[config.mk]
export PLATFORM = sky130hd
export DESIGN_NAME = rgb_sensor_seq
export DESIGN_NICKNAME = d
export VERILOG_FILES = /design/src/rtl/rgb_seq_pkg.sv /design/src/rtl/rgb_rst_pulse.sv /design/src/rtl/rgb_poll_timer.sv /design/src/rtl/rgb_reg_xact.sv /design/src/rtl/rgb_sensor_seq.sv
export SDC_FILE = /design/constraint.sdc
export NUM_CORES = 1
export LEC_CHECK = 0
export BUFFER_PORTS_ARGS = -buffer_cell sky130_fd_sc_hd__buf_2
export CAP_MARGIN = 10
export CORE_ASPECT_RATIO = 1.1
export CORE_MARGIN = 5
export CORE_UTILIZATION = 53
export CTS_BUF_LIST = sky130_fd_sc_hd__clkbuf_8
export DETAILED_ROUTE_END_ITERATION = 6
export GPL_TIMING_DRIVEN = 0
export HOLD_SLACK_MARGIN = 0.12
export PLACE_DENSITY_LB_ADDON = 0.1
export SYNTH_ARGS = -nofsm -noshare
export SYNTH_HDL_FRONTEND = slang
export SYNTH_SLANG_ARGS = --single-unit
[constraint.sdc]
create_clock -name clk -period 2.8 [get_ports clk]
set_input_delay 0.56 -clock clk [delete_from_list [all_inputs] [get_ports clk]]
set_output_delay 0.56 -clock clk [all_outputs]
set_load 0.02 [all_outputs]
[src/rtl/rgb_seq_pkg.sv]
package rgb_seq_pkg;

  typedef enum logic [1:0] {
    OP_START = 2'd0,
    OP_WRITE = 2'd1,
    OP_READ  = 2'd2,
    OP_STOP  = 2'd3
  } bus_op_e;

  localparam logic [6:0] DEV_ADDR = 7'h58;

  localparam int STEP_W = 4;
  typedef logic [STEP_W-1:0] step_t;

  // script layout: setup writes, gain writes, trigger, poll, three readbacks
  localparam int    N_SETUP    = 5;
  localparam int    N_GAIN     = 6;
  localparam step_t STEP_GAIN0 = step_t'(N_SETUP);
  localparam step_t STEP_TRIG  = step_t'(N_SETUP + N_GAIN);
  localparam step_t STEP_POLL  = step_t'(N_SETUP + N_GAIN + 1);
  localparam step_t STEP_RD0   = step_t'(N_SETUP + N_GAIN + 2);
  localparam step_t STEP_LAST  = step_t'(N_SETUP + N_GAIN + 4);

  localparam logic [7:0] SETUP_VAL = 8'h01;
  localparam logic [7:0] TRIG_VAL  = 8'h02;

  function automatic logic [7:0] step_reg(step_t s);
    logic [7:0] r;
    case (s)
      4'd0:    r = 8'h03;
      4'd1:    r = 8'h04;
      4'd2:    r = 8'h0C;
      4'd3:    r = 8'h0D;
      4'd4:    r = 8'h0E;
      4'd5:    r = 8'h0B;
      4'd6:    r = 8'h0A;
      4'd7:    r = 8'h09;
      4'd8:    r = 8'h11;
      4'd9:    r = 8'h10;
      4'd10:   r = 8'h0F;
      4'd11:   r = 8'h02;
      4'd12:   r = 8'h02;
      4'd13:   r = 8'h44;
      4'd14:   r = 8'h43;
      default: r = 8'h42;
    endcase
    return r;
  endfunction

endpackage

[src/rtl/rgb_rst_pulse.sv]
module rgb_rst_pulse #(
  parameter int CYCLES = 50
) (
  input  logic clk,
  input  logic rst_n,
  input  logic fire,
  output logic pin_n,
  output logic released
);
  localparam int CW = (CYCLES < 2) ? 1 : $clog2(CYCLES);

  logic [CW-1:0] left;

  always_ff @(posedge clk or negedge rst_n) begin
    if (!rst_n) begin
      pin_n    <= 1'b1;
      left     <= '0;
      released <= 1'b0;
    end else begin
      released <= 1'b0;
      if (pin_n) begin
        if (fire) begin
          pin_n <= 1'b0;
          left  <= CW'(CYCLES - 1);
        end
      end else if (left == '0) begin
        pin_n    <= 1'b1;
        released <= 1'b1;
      end else begin
        left <= left - CW'(1);
      end
    end
  end
endmodule

[src/rtl/rgb_poll_timer.sv]
module rgb_poll_timer #(
  parameter int W = 16
) (
  input  logic         clk,
  input  logic         rst_n,
  input  logic         clr,
  input  logic         tick,
  input  logic [W-1:0] limit,
  output logic         last
);
  logic [W-1:0] cnt;
  logic [W:0]   lim_eff;

  assign lim_eff = (limit == '0) ? (W+1)'(1) : {1'b0, limit};
  assign last    = ({1'b0, cnt} + (W+1)'(1)) >= lim_eff;

  always_ff @(posedge clk or negedge rst_n) begin
    if (!rst_n)              cnt <= '0;
    else if (clr)            cnt <= '0;
    else if (tick && !last)  cnt <= cnt + W'(1);
  end
endmodule

[src/rtl/rgb_reg_xact.sv]
module rgb_reg_xact
  import rgb_seq_pkg::*;
(
  input  logic       clk,
  input  logic       rst_n,
  input  logic       go,
  input  logic       go_rd,
  input  logic [7:0] go_reg,
  input  logic [7:0] go_dat,
  output logic       cmd_valid,
  input  logic       cmd_ready,
  output logic [1:0] cmd_op,
  output logic [7:0] cmd_data,
  output logic       cmd_rd_nack,
  input  logic       rsp_valid,
  output logic       rsp_ready,
  input  logic       rsp_nack,
  input  logic [7:0] rsp_data,
  output logic       done,
  output logic       nack,
  output logic [7:0] rdata
);
  typedef enum logic [1:0] {X_IDLE, X_CMD, X_RSP} xact_state_e;

  localparam int MU_W = 3;

  xact_state_e xs;
  logic [MU_W-1:0] mu, stop_mu;
  logic       rd_q;
  logic [7:0] reg_q, dat_q;
  bus_op_e    op;
  logic [7:0] byte_o;

  assign stop_mu = rd_q ? MU_W'(6) : MU_W'(4);

  always_comb begin
    op     = OP_STOP;
    byte_o = 8'h00;
    if (!rd_q) begin
      case (mu)
        3'd0: op = OP_START;
        3'd1: begin op = OP_WRITE; byte_o = {DEV_ADDR, 1'b0}; end
        3'd2: begin op = OP_WRITE; byte_o = reg_q; end
        3'd3: begin op = OP_WRITE; byte_o = dat_q; end
        default: op = OP_STOP;
      endcase
    end else begin
      case (mu)
        3'd0: op = OP_START;
        3'd1: begin op = OP_WRITE; byte_o = {DEV_ADDR, 1'b0}; end
        3'd2: begin op = OP_WRITE; byte_o = reg_q; end
        3'd3: op = OP_START;
        3'd4: begin op = OP_WRITE; byte_o = {DEV_ADDR, 1'b1}; end
        3'd5: op = OP_READ;
        default: op = OP_STOP;
      endcase
    end
  end

  assign cmd_valid   = (xs == X_CMD);
  assign rsp_ready   = (xs == X_RSP);
  assign cmd_op      = op;
  assign cmd_data    = byte_o;
  assign cmd_rd_nack = (op == OP_READ);

  always_ff @(posedge clk or negedge rst_n) begin
    if (!rst_n) begin
      xs    <= X_IDLE;
      mu    <= '0;
      rd_q  <= 1'b0;
      reg_q <= '0;
      dat_q <= '0;
      nack  <= 1'b0;
      done  <= 1'b0;
      rdata <= '0;
    end else begin
      done <= 1'b0;
      case (xs)
        X_IDLE: if (go) begin
          rd_q  <= go_rd;
          reg_q <= go_reg;
          dat_q <= go_dat;
          mu    <= '0;
          nack  <= 1'b0;
          xs    <= X_CMD;
        end
        X_CMD: if (cmd_ready) xs <= X_RSP;
        X_RSP: if (rsp_valid) begin
          if (op == OP_READ) rdata <= rsp_data;
          if (op == OP_WRITE && rsp_nack) begin
            nack <= 1'b1;
            mu   <= stop_mu;
            xs   <= X_CMD;
          end else if (mu == stop_mu) begin
            done <= 1'b1;
            xs   <= X_IDLE;
          end else begin
            mu <= mu + MU_W'(1);
            xs <= X_CMD;
          end
        end
        default: xs <= X_IDLE;
      endcase
    end
  end
endmodule

[src/rtl/rgb_sensor_seq.sv]
module rgb_sensor_seq
  import rgb_seq_pkg::*;
#(
  parameter int CLK_KHZ = 50000,
  parameter int RST_NS  = 1000,
  parameter int LIM_W   = 16
) (
  input  logic             clk,
  input  logic             rst_n,
  input  logic             start,
  input  logic [7:0]       pd_red,
  input  logic [7:0]       pd_grn,
  input  logic [7:0]       pd_blu,
  input  logic [7:0]       ti_red,
  input  logic [7:0]       ti_grn,
  input  logic [7:0]       ti_blu,
  input  logic [LIM_W-1:0] poll_limit,
  output logic             sensor_rst_n,
  output logic             cmd_valid,
  input  logic             cmd_ready,
  output logic [1:0]       cmd_op,
  output logic [7:0]       cmd_data,
  output logic             cmd_rd_nack,
  input  logic             rsp_valid,
  output logic             rsp_ready,
  input  logic             rsp_nack,
  input  logic [7:0]       rsp_data,
  output logic             res_valid,
  input  logic             res_ready,
  output logic [7:0]       res_red,
  output logic [7:0]       res_grn,
  output logic [7:0]       res_blu,
  output logic             busy,
  output logic             err,
  output logic             err_timeout
);
  localparam longint RAW_CYC    = (longint'(CLK_KHZ) * RST_NS + 999_999) / 1_000_000;
  localparam int     RST_CYCLES = (RAW_CYC < 1) ? 1 : int'(RAW_CYC);

  typedef enum logic [2:0] {T_IDLE, T_RST, T_GO, T_WAIT, T_OUT} top_state_e;

  top_state_e st;
  step_t      step;
  logic [N_GAIN-1:0][7:0] gain_q;

  logic       accept, rst_done;
  logic       x_go, x_rd, x_done, x_nack;
  logic [7:0] x_reg, x_dat, x_rdata;
  logic       step_ok, poll_busy, poll_tick, poll_last;
  logic [2:0] gidx;

  assign accept = (st == T_IDLE) && start;

  rgb_rst_pulse #(.CYCLES(RST_CYCLES)) u_rst (
    .clk(clk), .rst_n(rst_n), .fire(accept),
    .pin_n(sensor_rst_n), .released(rst_done)
  );

  // per-step transaction parameters
  assign gidx = 3'(step - STEP_GAIN0);
  always_comb begin
    x_reg = step_reg(step);
    x_rd  = (step >= STEP_POLL);
    if (step < STEP_GAIN0)      x_dat = SETUP_VAL;
    else if (step < STEP_TRIG)  x_dat = (gidx < 3'(N_GAIN)) ? gain_q[gidx] : 8'h00;
    else if (step == STEP_TRIG) x_dat = TRIG_VAL;
    else                        x_dat = 8'h00;
  end

  assign x_go = (st == T_GO);

  rgb_reg_xact u_xact (
    .clk(clk), .rst_n(rst_n),
    .go(x_go), .go_rd(x_rd), .go_reg(x_reg), .go_dat(x_dat),
    .cmd_valid(cmd_valid), .cmd_ready(cmd_ready), .cmd_op(cmd_op),
    .cmd_data(cmd_data), .cmd_rd_nack(cmd_rd_nack),
    .rsp_valid(rsp_valid), .rsp_ready(rsp_ready), .rsp_nack(rsp_nack),
    .rsp_data(rsp_data),
    .done(x_done), .nack(x_nack), .rdata(x_rdata)
  );

  assign step_ok   = (st == T_WAIT) && x_done && !x_nack;
  assign poll_busy = (step == STEP_POLL) && (x_rdata != 8'h00);
  assign poll_tick = step_ok && poll_busy;

  rgb_poll_timer #(.W(LIM_W)) u_poll (
    .clk(clk), .rst_n(rst_n), .clr(accept), .tick(poll_tick),
    .limit(poll_limit), .last(poll_last)
  );

  // one capture register per colour channel
  for (genvar c = 0; c < 3; c++) begin : g_chan
    logic [7:0] val;
    always_ff @(posedge clk or negedge rst_n) begin
      if (!rst_n)                                       val <= '0;
      else if (step_ok && step == step_t'(STEP_RD0 + c)) val <= x_rdata;
    end
  end

  assign res_red = g_chan[0].val;
  assign res_grn = g_chan[1].val;
  assign res_blu = g_chan[2].val;

  always_ff @(posedge clk or negedge rst_n) begin
    if (!rst_n) begin
      st          <= T_IDLE;
      step        <= '0;
      gain_q      <= '0;
      busy        <= 1'b0;
      err         <= 1'b0;
      err_timeout <= 1'b0;
      res_valid   <= 1'b0;
    end else begin
      case (st)
        T_IDLE: if (start) begin
          busy        <= 1'b1;
          err         <= 1'b0;
          err_timeout <= 1'b0;
          step        <= '0;
          gain_q      <= {ti_blu, ti_grn, ti_red, pd_blu, pd_grn, pd_red};
          st          <= T_RST;
        end
        T_RST: if (rst_done) st <= T_GO;
        T_GO:  st <= T_WAIT;
        T_WAIT: if (x_done) begin
          if (x_nack) begin
            err  <= 1'b1;
            busy <= 1'b0;
            st   <= T_IDLE;
          end else if (poll_busy) begin
            if (poll_last) begin
              err         <= 1'b1;
              err_timeout <= 1'b1;
              busy        <= 1'b0;
              st          <= T_IDLE;
            end else begin
              st <= T_GO;
            end
          end else if (step == STEP_LAST) begin
            res_valid <= 1'b1;
            st        <= T_OUT;
          end else begin
            step <= step + step_t'(1);
            st   <= T_GO;
          end
        end
        T_OUT: if (res_ready) begin
          res_valid <= 1'b0;
          busy      <= 1'b0;
          st        <= T_IDLE;
        end
        default: st <= T_IDLE;
      endcase
    end
  end
endmodule

# Yosys cells after proc, flatten, opt, wreduce, memory -nomap -nowiden
# Memories as Yosys holds them, arrays and structs flattened. A register that Yosys moved wholly into a read port is not among the register bits.
# Cells that the tools add are included.
# totals
inputBits,79
mem_count,1
romBits,96
ff_bits,139
output_inout_bits,42
# op_classes
n_mux,78
add_sub_neg,6
n_eq_ne,38
reduce_logical,40
n_lt_le_gt_ge,6
# memory_table
memory,depth,width,read_ports,rd_clocked_by_memory_dff,write_ports,line,source
(no name shown),16,6,1,1,0,rgb_seq_pkg.sv:29,case (s)
# op_table
op,count
$mux 16,3
$pmux 8 s3,2
$mux 8,5
$mux 3,11
$mux 1,29
$bmux 8 s3,1
$reduce_and 6->1,4
$eq 4x4->1 const B,5
$mux 4,5
$mux 6,3
$add 16x1->17 const B,1
$ge 17x17->1,1
$add 16x1->16 const B,1
$logic_not 16->1,1
$mux 2,8
$ne 2x1->1 const B,8
$ne 2x2->1 const B,8
$pmux 3 s5,1
$eq 3x2->1 const B,4
$pmux 2 s3,2
$reduce_and 4->1,3
$logic_and 1x1->1,10
$eq 3x3->1 const B,3
$pmux 1 s2,4
31 further kinds,45

# Logic depth before layout (Yosys ltp)
# logic_depth
depth_word,9
ltp_mapped,12
mapped_depth_nobuf,11

# Modules after synthesis
# A second synthesis with hierarchy kept.
# unflattened
hier_cells,677
hier_area_um2,7813.7
# modules_own_cells
module,instances,area_per_inst_um2,cells_each,seq_area_each_um2
rgb_sensor_seq,1,4068.9,297,2077.0
rgb_reg_xact,1,1696.6,145,800.8
rgb_poll_timer,1,1604.0,195,400.4
rgb_rst_pulse,1,444.2,40,201.4

# Least setup slack after synthesis
# No wires, ideal clock.
# synth_path
path_type,register -> register
from,register u_poll.cnt[0]
to,register u_poll.cnt[10]
path_buffers,1
synth_period_minus_slack_ps,3103
setup_time_ps,125
stages_incl_launch_ff,13
arrival_time_ps,2978
slack_ps,-303
path_cell_list,dfrtp_1 > ha_1 > and4_1 > nand4_1 > nor2b_1 > xor2_1 > ha_1 > nand4_1 > or4_1 > o21a_1 > o2111ai_2 > buf_6 > mux2_2
# synth_between
elab_chain_cells,5
elab_cells_between_ends,8
# synth_rtl
element,line,source
start: declaration,rgb_poll_timer.sv:11,logic [W-1:0] cnt;
start signal: assignment,rgb_poll_timer.sv:20,else if (tick && !last) cnt <= cnt + W'(1);
$add 16x1->17,rgb_poll_timer.sv:15,"assign last = ({1'b0, cnt} + (W+1)'(1)) >= lim_eff;"
$ge 17x17->1,rgb_poll_timer.sv:15,
$logic_not 1->1,rgb_poll_timer.sv:20,
$logic_and 1x1->1,rgb_poll_timer.sv:20,
$reduce_bool 2->1 (no source line),-,
# Several ways; a longest one is shown, not always the timed one. The select of a mux whose other input is x is not followed.
# A chain may end at the register's enable or synchronous reset.

# Worst setup path after layout
# layout_path
from,register u_poll.cnt[1]
to,register u_poll.cnt[6]
# Same word-level chain as after synthesis.

==> metrics.txt <==
Peak VDD IR=0.000358 V; main flop type after synthesis=dfrtp_1; Final ANT Viol Nets=0; initial antenna violation count=0; drc violations=0; Yosys warnings=0; Yosys top cell by area=dfrtp_1; status=finished with violations; vias per cell=5.45; vias in the first global route=6202; Req. time, crit path=3.14 ns; Fillers=1105; Detailed Place HPWL=13200 um; clk sinks=between 100 and 150; FFs w/ async S/R, synth=1.00; Max Slew Vio Count=0; clk_skew=0.0145 ns; Reg2Reg Capture Point=u_poll.cnt[6]; final layout net count=1030; first-pass GRT wire length=30600 um; Slowest-stage cell, CP=or4_1; crit end category=flip-flop; GPL Wtd Cong=between 0.8 and 0.9; Crit Path Class=reg2reg; die width=122 um; register name with the most flops=gain_q; worst-margin pin slew=1.17 ns; Hold Violations, Final=0; worst hold stages=3; top cells by count, synth=nand2_1, dfrtp_1, mux2_2, inv_1, nor2_1; IO Port Bufs=between 100 and 150; Pwr Total=0.00391 W; Startpoint Class=flip-flop; fin crit period=3.25 ns; Slew headroom=0.218; leakage=4.80 nW; final setup margin=-0.452 ns; Final period util=1.16; Detailed Routing Iterations Pass 1=5; DRT iter0 DRCs=a little over 300; via count=approximately 6100; effective utilization at floorplan=0.535; max frequency=308 MHz; most area-consuming cells after synthesis=dfrtp_1, nand2_1, mux2_2, ha_1, mux4_2; max incr delay on CP=0.51 ns; FF+latch count, synth=137; FF-to-FF path depth=14; CTS tree=yes; max_cap viols=0; RSZ-0062 raised after global routing=true; total gr overflow=0; Core Area=0.0137 mm2; top-count cell post-synth=nand2_1; Synthesized Nets=roughly 850; WL/cell=approximately 17 um; power per cell area=427 mW/mm2; Total Routed Length=18900 um; Crit Path Max Fanout=5; reg2reg start=u_poll.cnt[1]; Seq/Total Area, Yosys=0.468; number of enable flip-flop cells after synthesis=0; Longest Clk Path Bufs=2; Root Buffer=clkbuf_8; Synth Cell Area=0.00732 mm2; Diodes inserted=0; Worst Path Arrival=3.59 ns; share of cells above drive strength 1=0.333; multi-input logic area=between 0.003 and 0.004 mm2; Final TNS setup=-7.05 ns; setup slack, reg-to-reg=-0.45 ns; htree depth=4; die span in y=between 100 and 150 um; register area=0.00344 mm2; number of flip-flops in the largest register=48; Setup Viol. Count Final=20; Yosys top cell area share=0.465; CP dominant cell by count=nand4_1; HP Class=in2reg; Layout area overhead=24.9%; CTS clk-pin slew, worst paths=0.08 ns; Largest regs=gain_q (48), u_poll.cnt (16); crit-path cells=ha_4 > and4_4 > nand4_1 > buf_6 > nor2b_4 > xor2_2 > ha_1 > nand4_1 > or4_1 > o21a_1 > o2111ai_4 > buf_12 > buf_8 > mux2_4; Hold Path End=gain_q[6]; failing checks=setup timing; Post-Syn Instances=approximately 740; HP Start=pd_red[6]; number of distinct library cells after synthesis=70; Syn Area/Cell=9.84 um2; num ports=121; CTS Buf Count=17; placed cell area=just over 0.008 mm2; pin count of the biggest net entering global routing=103; Worst-Skew Late Latency=0.45 ns; final instance area=0.00914 mm2; Die Area=0.0163 mm2; total track usage=0.238; # rows=45
## kinds of logic (layout without fill, tap and decap cells)
group / count (synthesis) / count (layout) / synth area share
xor gates and xnor gates: 18 / 18 / 0.0215
AOI/OAI and AO/OA: 104 / 104 / 0.0943
and+or+nand+nor: 318 / 318 / 0.207
buffers and inverters: 68 / 257 / 0.0383
adders and majority gates: 31 / 31 / 0.0530
muxes: 68 / 68 / 0.117
DFF: 137 / 137 / 0.468
## stage by stage
step	std cells	utilization	setup WS [ns]	hold WS, ns
3_3_place_gp	1052	0.600	-0.684	0.453
6_report	1121	0.668	-0.452	0.295
3_5_place_dp	1053	0.602	-0.771	0.462
4_1_cts	1108	0.658	-0.277	0.282
2_1_floorplan	744	-	-0.191	0.264
5_1_grt	1121	0.668	-0.539	0.274
## layout by cell type (no fill, tap or decap), drive strengths merged, types with 4 or more instances in the layout
cell / count
o211ai: 5
a32o: 4
ha: 31
dfrtp: 136
and2: 19
nor2b: 8
nor4: 6
buf: 166
o31ai: 4
and4: 4
mux4: 9
nand4: 7
inv: 38
clkbuf: 40
nor2: 32
clkinv: 9
or4: 6
mux2i: 6
nand2: 189
xnor2: 8
and3: 9
nand2b: 4
xor2: 10
o21ai: 27
mux2: 53
nand3: 12
a21oi: 28
a22oi: 12
nor3: 7
## repair_timing
action,4_1_cts,5_1_grt
pin swaps,19,8
endpoints found under the setup margin,30,25
cloned,1,0
gates resized for setup,32,20
buffers inserted,22,15
hold buffers,1,0
hold endpoints to repair,34,0
## worst max-delay path, delay by kind of cell, from the launching register on
family | cells | cell delay, ns
buf+inv | 3 | 0.45
simple gates | 5 | 1.08
flops | 1 | 0.42
mux | 1 | 0.31
compound gates | 2 | 0.32
fa+ha+maj | 2 | 0.46
xor+xnor | 1 | 0.10
## report_power, final
part	switching [W]	internal, W	leakage (nW)
clock network	0.000844	0.000807	0.201
registers	0.0000247	0.00202	1.82
logic	0.000119	0.0000951	2.78
## routing by layer
| layer | wire length (um) | up-vias | track usage |
|---|---|---|---|
| met4 | 353 | 0 | 0.0797 |
| met5 | 0 | - | 0 |
| li1 | - | 2920 | - |
| met1 | 8190 | 2974 | 0.312 |
| met3 | 971 | 31 | 0.0501 |
| met2 | 9420 | 189 | 0.394 |
## worst max path at each step
stage                  startpoint        endpoint
floorplan           u_poll.cnt[0]  u_poll.cnt[10]
global placement    u_poll.cnt[0]  u_poll.cnt[10]
detailed placement  u_poll.cnt[0]   u_poll.cnt[6]
CTS                 u_poll.cnt[0]   u_poll.cnt[6]
global route        u_poll.cnt[1]   u_poll.cnt[6]
finish              u_poll.cnt[1]   u_poll.cnt[6]
## final cells by class
| cell class | instances | area share |
|---|---|---|
| Tap cell | 188 | 0.0257 |
| Clock buffer | 17 | 0.0256 |
| Multi-Input combinational cell | 539 | 0.417 |
| Buffer | 31 | 0.0167 |
| Clock inverter | 15 | 0.0185 |
| Timing Repair Buffer | 159 | 0.106 |
| Sequential cell | 137 | 0.376 |
| Inverter | 35 | 0.0144 |
No activity file was read; power rests on OpenSTA's default activity.
